--- config.mk ---
export PLATFORM = sky130hd
export DESIGN_NAME = gpio_i2c_expander
export DESIGN_NICKNAME = d
export VERILOG_FILES = /design/src/rtl/gpio_exp_pkg.sv /design/src/rtl/gpio_exp_sync.sv /design/src/rtl/gpio_exp_link.sv /design/src/rtl/gpio_exp_regs.sv /design/src/rtl/gpio_i2c_expander.sv
export SDC_FILE = /design/constraint.sdc
export NUM_CORES = 1
export LEC_CHECK = 0
export BUFFER_PORTS_ARGS = -buffer_cell sky130_fd_sc_hd__buf_2
export CORE_MARGIN = 2
export CORE_UTILIZATION = 55
export CTS_CLUSTER_DIAMETER = 40
export DETAILED_ROUTE_END_ITERATION = 16
export PLACE_DENSITY = 0.74
export SLEW_MARGIN = 20
export SYNTH_ARGS = -nofsm -noshare
export SYNTH_HDL_FRONTEND = slang
export SYNTH_SLANG_ARGS = --single-unit
--- constraint.sdc ---
create_clock -name clk -period 3.6 [get_ports clk]
set_input_delay 0.36 -clock clk [delete_from_list [all_inputs] [get_ports clk]]
set_output_delay 0.36 -clock clk [all_outputs]
set_load 0.01 [all_outputs]
--- src/rtl/gpio_exp_pkg.sv ---
package gpio_exp_pkg;
   localparam int PORT_W = 8;
   localparam int NPORT  = 2;
   localparam int IDX_W  = 4;
   localparam int PINS_W = PORT_W * NPORT;

   // per-port base locations; port p sits at base + p
   localparam int LOC_IN   = 0;
   localparam int LOC_OUT  = 2;
   localparam int LOC_DIR  = 4;
   localparam int LOC_MASK = 12;
   localparam int LOC_STAT = 14;

   typedef enum logic [2:0] {
      LNK_IDLE,
      LNK_ADDR,
      LNK_CMD,
      LNK_WR,
      LNK_RD
   } link_state_t;
endpackage

--- src/rtl/gpio_exp_sync.sv ---
module gpio_exp_sync #(
   parameter int W      = 1,
   parameter int STAGES = 2,
   parameter bit RST    = 1'b0
) (
   input  logic         clk,
   input  logic         rst_n,
   input  logic [W-1:0] d,
   output logic [W-1:0] q
);
   logic [W-1:0] chain [STAGES];

   always_ff @(posedge clk or negedge rst_n) begin
      if (!rst_n) begin
         for (int s = 0; s < STAGES; s++) chain[s] <= {W{RST}};
      end else begin
         chain[0] <= d;
         for (int s = 1; s < STAGES; s++) chain[s] <= chain[s-1];
      end
   end

   assign q = chain[STAGES-1];
endmodule

--- src/rtl/gpio_exp_link.sv ---
module gpio_exp_link
   import gpio_exp_pkg::*;
#(
   parameter logic [6:0] DEV_ADDR = 7'h20
) (
   input  logic             clk,
   input  logic             rst_n,
   input  logic             scl_s,
   input  logic             sda_s,
   input  logic [7:0]       rd_data,
   output logic [IDX_W-1:0] rd_idx,
   output logic             rd_en,
   output logic             wr_en,
   output logic [IDX_W-1:0] wr_idx,
   output logic [7:0]       wr_data,
   output logic             sda_oe,
   output logic             start_seen,
   output logic             link_idle
);
   link_state_t      st;
   logic [3:0]       bcnt;
   logic [7:0]       shin;
   logic [7:0]       shout;
   logic [IDX_W-1:0] ptr;
   logic             mst_ack;
   logic             scl_p, sda_p;
   logic             rise, fall, stop_c, ack_end;

   assign rise       = scl_s & ~scl_p;
   assign fall       = ~scl_s & scl_p;
   assign start_seen = scl_s & scl_p & sda_p & ~sda_s;
   assign stop_c     = scl_s & scl_p & ~sda_p & sda_s;
   assign ack_end    = fall && (bcnt == 4'd9) && (st != LNK_IDLE);

   assign rd_en   = ack_end && (((st == LNK_ADDR) && shin[0]) || ((st == LNK_RD) && mst_ack));
   assign rd_idx  = (st == LNK_RD) ? ptr + 1'b1 : ptr;
   assign wr_en   = ack_end && (st == LNK_WR);
   assign wr_idx  = ptr;
   assign wr_data = shin;
   assign link_idle = (st == LNK_IDLE);

   always_ff @(posedge clk or negedge rst_n) begin
      if (!rst_n) begin
         st      <= LNK_IDLE;
         bcnt    <= '0;
         shin    <= '0;
         shout   <= '0;
         ptr     <= '0;
         mst_ack <= 1'b0;
         sda_oe  <= 1'b0;
         scl_p   <= 1'b1;
         sda_p   <= 1'b1;
      end else begin
         scl_p <= scl_s;
         sda_p <= sda_s;
         if (stop_c) begin
            st     <= LNK_IDLE;
            bcnt   <= '0;
            sda_oe <= 1'b0;
         end else if (start_seen) begin
            st     <= LNK_ADDR;
            bcnt   <= '0;
            sda_oe <= 1'b0;
         end else if (st != LNK_IDLE) begin
            if (rise) begin
               if (bcnt < 4'd8) begin
                  shin <= {shin[6:0], sda_s};
                  bcnt <= bcnt + 1'b1;
               end else begin
                  bcnt    <= 4'd9;
                  mst_ack <= ~sda_s;
               end
            end else if (fall) begin
               if (bcnt == 4'd8) begin
                  unique case (st)
                     LNK_ADDR: if (shin[7:1] == DEV_ADDR) sda_oe <= 1'b1;
                               else st <= LNK_IDLE;
                     LNK_RD:   sda_oe <= 1'b0;
                     default:  sda_oe <= 1'b1;
                  endcase
               end else if (bcnt == 4'd9) begin
                  bcnt   <= '0;
                  sda_oe <= 1'b0;
                  unique case (st)
                     LNK_ADDR: begin
                        if (shin[0]) begin
                           st     <= LNK_RD;
                           sda_oe <= ~rd_data[7];
                           shout  <= {rd_data[6:0], 1'b0};
                        end else begin
                           st <= LNK_CMD;
                        end
                     end
                     LNK_CMD: begin
                        ptr <= shin[IDX_W-1:0];
                        st  <= LNK_WR;
                     end
                     LNK_WR: ptr <= ptr + 1'b1;
                     LNK_RD: begin
                        if (mst_ack) begin
                           ptr    <= ptr + 1'b1;
                           sda_oe <= ~rd_data[7];
                           shout  <= {rd_data[6:0], 1'b0};
                        end else begin
                           st <= LNK_IDLE;
                        end
                     end
                     default: st <= LNK_IDLE;
                  endcase
               end else if (st == LNK_RD && bcnt != 4'd0) begin
                  sda_oe <= ~shout[7];
                  shout  <= {shout[6:0], 1'b0};
               end
            end
         end
      end
   end
endmodule

--- src/rtl/gpio_exp_regs.sv ---
module gpio_exp_regs
   import gpio_exp_pkg::*;
(
   input  logic              clk,
   input  logic              rst_n,
   input  logic [PINS_W-1:0] pins_s,
   input  logic              wr_en,
   input  logic [IDX_W-1:0]  wr_idx,
   input  logic [7:0]        wr_data,
   input  logic              rd_en,
   input  logic [IDX_W-1:0]  rd_idx,
   output logic [7:0]        rd_data,
   output logic [PINS_W-1:0] out_val,
   output logic [PINS_W-1:0] dir_cfg,
   output logic [PINS_W-1:0] mask_all,
   output logic [PINS_W-1:0] stat_all,
   output logic              int_n
);
   logic [NPORT-1:0][PORT_W-1:0] in_v, out_v, dir_v, msk_v, sts_v;

   for (genvar p = 0; p < NPORT; p++) begin : g_port
      logic [PORT_W-1:0] out_q, dir_q, msk_q, sts_q, ref_q, pin_w, chg_w;
      logic hit_out, hit_dir, hit_msk, take_sts, take_in;

      assign pin_w    = pins_s[p*PORT_W +: PORT_W];
      assign hit_out  = wr_en && (wr_idx == IDX_W'(LOC_OUT + p));
      assign hit_dir  = wr_en && (wr_idx == IDX_W'(LOC_DIR + p));
      assign hit_msk  = wr_en && (wr_idx == IDX_W'(LOC_MASK + p));
      assign take_sts = rd_en && (rd_idx == IDX_W'(LOC_STAT + p));
      assign take_in  = rd_en && (rd_idx == IDX_W'(LOC_IN + p));
      assign chg_w    = ~msk_q & (pin_w ^ ref_q);

      always_ff @(posedge clk or negedge rst_n) begin
         if (!rst_n) begin
            out_q <= '0;
            dir_q <= '0;
            msk_q <= '1;
            sts_q <= '0;
            ref_q <= '0;
         end else begin
            if (hit_out) out_q <= wr_data;
            if (hit_dir) dir_q <= wr_data;
            if (hit_msk) msk_q <= wr_data;
            if (take_in) ref_q <= pin_w;
            sts_q <= (take_sts ? '0 : sts_q) | chg_w;
         end
      end

      assign in_v[p]  = pin_w;
      assign out_v[p] = out_q;
      assign dir_v[p] = dir_q;
      assign msk_v[p] = msk_q;
      assign sts_v[p] = sts_q;
   end

   always_comb begin
      rd_data = '0;
      for (int k = 0; k < NPORT; k++) begin
         if (rd_idx == IDX_W'(LOC_IN + k))   rd_data = in_v[k];
         if (rd_idx == IDX_W'(LOC_OUT + k))  rd_data = out_v[k];
         if (rd_idx == IDX_W'(LOC_DIR + k))  rd_data = dir_v[k];
         if (rd_idx == IDX_W'(LOC_MASK + k)) rd_data = msk_v[k];
         if (rd_idx == IDX_W'(LOC_STAT + k)) rd_data = sts_v[k];
      end
   end

   assign out_val  = out_v;
   assign dir_cfg  = dir_v;
   assign mask_all = msk_v;
   assign stat_all = sts_v;
   assign int_n    = ~|sts_v;
endmodule

--- src/rtl/gpio_i2c_expander.sv ---
module gpio_i2c_expander
   import gpio_exp_pkg::*;
#(
   parameter logic [6:0] DEV_ADDR    = 7'h20,
   parameter int         BUS_STAGES  = 2,
   parameter int         PIN_STAGES  = 2
) (
   input  logic              clk,
   input  logic              rst_n,
   input  logic              scl_i,
   input  logic              sda_i,
   output logic              sda_oe,
   input  logic [PINS_W-1:0] pins_i,
   output logic [PINS_W-1:0] out_val,
   output logic [PINS_W-1:0] dir_cfg,
   output logic              int_n
);
   if (BUS_STAGES < 2) begin : g_bad_bus
      $error("BUS_STAGES must be at least 2");
   end
   if (PIN_STAGES < 2) begin : g_bad_pin
      $error("PIN_STAGES must be at least 2");
   end
   if (NPORT * 4 > (1 << IDX_W)) begin : g_bad_map
      $error("register map does not fit the index width");
   end

   logic [1:0]        bus_s;
   logic [PINS_W-1:0] pins_s;
   logic [7:0]        rd_data, wr_data;
   logic [IDX_W-1:0]  rd_idx, wr_idx;
   logic              rd_en, wr_en, start_seen, link_idle;
   logic [PINS_W-1:0] mask_all, stat_all;

   gpio_exp_sync #(.W(2), .STAGES(BUS_STAGES), .RST(1'b1)) u_bus_sync (
      .clk(clk), .rst_n(rst_n), .d({scl_i, sda_i}), .q(bus_s)
   );

   gpio_exp_sync #(.W(PINS_W), .STAGES(PIN_STAGES), .RST(1'b0)) u_pin_sync (
      .clk(clk), .rst_n(rst_n), .d(pins_i), .q(pins_s)
   );

   gpio_exp_link #(.DEV_ADDR(DEV_ADDR)) u_link (
      .clk(clk), .rst_n(rst_n),
      .scl_s(bus_s[1]), .sda_s(bus_s[0]),
      .rd_data(rd_data), .rd_idx(rd_idx), .rd_en(rd_en),
      .wr_en(wr_en), .wr_idx(wr_idx), .wr_data(wr_data),
      .sda_oe(sda_oe), .start_seen(start_seen), .link_idle(link_idle)
   );

   gpio_exp_regs u_regs (
      .clk(clk), .rst_n(rst_n), .pins_s(pins_s),
      .wr_en(wr_en), .wr_idx(wr_idx), .wr_data(wr_data),
      .rd_en(rd_en), .rd_idx(rd_idx), .rd_data(rd_data),
      .out_val(out_val), .dir_cfg(dir_cfg),
      .mask_all(mask_all), .stat_all(stat_all), .int_n(int_n)
   );
endmodule

==> metrics.txt <==
TritonCTS clock tree=built; Req. time, crit path=3.92 ns; commonest non-fill, non-tap cell in the layout=dfrtp_1; Critical Path Max Stage Delay=0.66 ns; fraction of layout cells with a size suffix above 1=0.291; aggregate routed wire length=19200 um; detailed placement HPWL=13700 um; crit share post-route=0.951; Post-Synth Simple-Gate Area=0.134; DIE AREA=0.0136 mm^2; Util after Layout=0.646; H-tree lvl count=4; Syn. warnings=0; Antenna diodes=0; DR vias/cell=6.30; post-synthesis mux area share=0.127; RSZ-0062 raised after global routing=false; PostCTS Resize Cnt=0; fmax=0.292 GHz; Internal=0.00302 W; GPL Wtd Cong=0.966; CTS Sinks=146; Skew-Pair Late Insertion Delay=0.43 ns; most frequent cells in the layout=dfrtp_1, mux2_2, nand2_1; Post-Syn Instances=626; largest net degree at the start of global routing=80; clock share of power=0.454; post-synthesis compound-gate area fraction=0.147; initial core utilization=0.558; final setup vio count=0; Post-synth ARST share=1.00; Total Nets Final=714; critical path peak fanout=17; Synth Area in XOR/XNOR=0.0263; Worst Hold Class=in2reg; global route overflow=0; chip width=117 um; Detail Route Antenna Nets=0; Sw Pwr=0.00109 W; Max-Cap Viols=0; Pre-antenna DRT Iters=5; status=finished, final reports clean; clk root buf=clkbuf_16; vias in the first global route=5420; clock transition at the registers of the reported paths=0.06 ns; Final Power=0.00411 W; CP Capture Type=flop; post-synth top area cell=dfrtp_1; final setup margin=0.178 ns; fin cells=872; Global Route Usage Sum=0.304; WL/cell=22.1 um; via count=5494; Area Overhead vs Synth=15.8%; sum of negative setup slack=0 ns; sequential power share=0.448; Synth Area in Adders=0.0125; Syn Std Cell Area=0.00698 mm^2; Slew Viols, Final=0; initial antenna violation count=0; post-layout min period=3.42 ns; Setup WS pre-CTS=0.353 ns; Starting DRT DRC Count=547; # rows=41; register area share after synthesis=0.527; clock buffer count from CTS=17; Fill cells=1047; worst path arrival time=3.74 ns; relative slew slack=0.503; Placed Cells=839; syn_area_per_cell=11.2 um^2; crit path kind=reg2reg; Synth top area share=0.444; Comb power frac=0.098; clock buffer depth=2; Yosys cell types=70; main combinational cell family by area after synthesis=compound AO/OA/AOI/OAI gates; number of synthesized flops with an enable pin=0; final hold violation count=0; Worst Max-Slew Pin Slew=0.745 ns; switch share=0.264; DR DRC count=0; Primary FF master, synth=dfrtp_1; first-pass GRT wire length=30200 um; input/output buffers=53; Crit-path slowest cell=dfrtp_1; Worst Hold Launch=scl_i; pwr dens=508 mW/mm^2; WP buf/inv=1; Clock Skews=0.00731 ns; ranking of synthesized cells by area=dfrtp_1, mux2_2, dfstp_2; chip height=117 um; core footprint=0.0125 mm^2; flip-flop and latch count after synthesis=146; Synthesized Nets=653; CP delay by family, top=simple AND/OR/NAND/NOR gates; R2R Path Start=u_link.wr_idx[0]; Setup crit start=u_link.wr_idx[0]; Peak VDD IR=0.338 mV; io pins=54; Critical Path Start Type=flop; worst-path cell chain=inv_1 > ha_1 > and2_1 > mux2_2 > and4_1 > a31oi_1 > nor4bb_1 > o21ai_0 > a32o_1; LEAKAGE=3.62 nW
path summary, 6_finish.rpt:
path | endpoint | slack, ns | cells past startpoint
setup reg to reg | u_link.shout[1] | 0.18 | 9
setup / recovery | u_link.shout[1] | 0.18 | 9
hold reg to reg | u_pin_sync.q[7] | 0.35 | 0
max in group asynchronous | u_regs.g_port[0].msk_q[4] | 2.11 | 3
min in group asynchronous | u_link.bcnt[1] | 0.53 | 2
hold / removal | u_bus_sync.chain[3] | 0.03 | 1
state kept, by name, summed over array words and instances (netlist names), 7 cells and up:
name / cells
u_pin_sync.chain: 16
u_pin_sync.q: 16
u_regs.g_port.dir_q: 16
u_regs.g_port.msk_q: 16
u_regs.g_port.out_q: 16
u_regs.g_port.ref_q: 16
u_regs.g_port.sts_q: 16
u_link.wr_data: 8
u_link.shout: 7
kinds of logic (layout without fill, tap and decap cells):
group                    count (synthesis)  after routing
XOR/XNOR                                21             21
flip-flops                             146            146
AND/OR/NAND/NOR                        179            179
multiplexers                            80             80
AO/OA/AOI/OAI                          152            152
buffers and inverters                   41            115
adder cells (fa/ha/maj)                  7              7
per-stage QoR:
step | hold slack [ns] | area (um^2)
after floorplan | 0.0644 | 6980
after global placement | 0.334 | 7450
after detailed placement | 0.336 | 7450
after CTS | 0.0174 | 8090
after global routing | 0.0128 | 8090
final | 0.0317 | 8090
layer usage:
layer  track usage  routed length (um)
met5             0                   0
met4         0.162                 924
met3        0.0721                1390
met2         0.461                8880
met1         0.408                8060
power by group through the flow:
stage / combinational, W / clock [W] / sequential, W
2_1_floorplan: 0.000300 / 0 / 0.00177
3_3_place_gp: 0.000385 / 0 / 0.00187
3_5_place_dp: 0.000393 / 0 / 0.00187
4_1_cts: 0.000399 / 0.00189 / 0.00184
5_1_grt: 0.000447 / 0.00196 / 0.00185
6_report: 0.000403 / 0.00187 / 0.00184
final cells by class:
type	instances	area (um^2)	share of cell area
clock buffer	22	484	0.0599
clock inverter	10	146	0.0181
inverter	16	60.1	0.00742
multi-input combinational	439	3120	0.386
sequential	146	3680	0.455
tap	172	215	0.0266
timing repair buffer	67	379	0.0469
cell usage after synthesis, drive strengths merged, types with 9 or more instances:
cell and instances:
a21oi 24, a31oi 10, buf 14, clkbuf 11, dfrtp 124, dfstp 22, inv 16, mux2 71
mux2i 9, nand2 59, nand2b 9, nand3 28, nor2 28, nor3 11, o21ai 55, xnor2 19
what timing repair did:
item | CTS | global route
hold buffers | 1 | 0
hold endpoints to repair | 4 | 0
buffers inserted | 0 | 0
(Power assumes the default switching activity.)
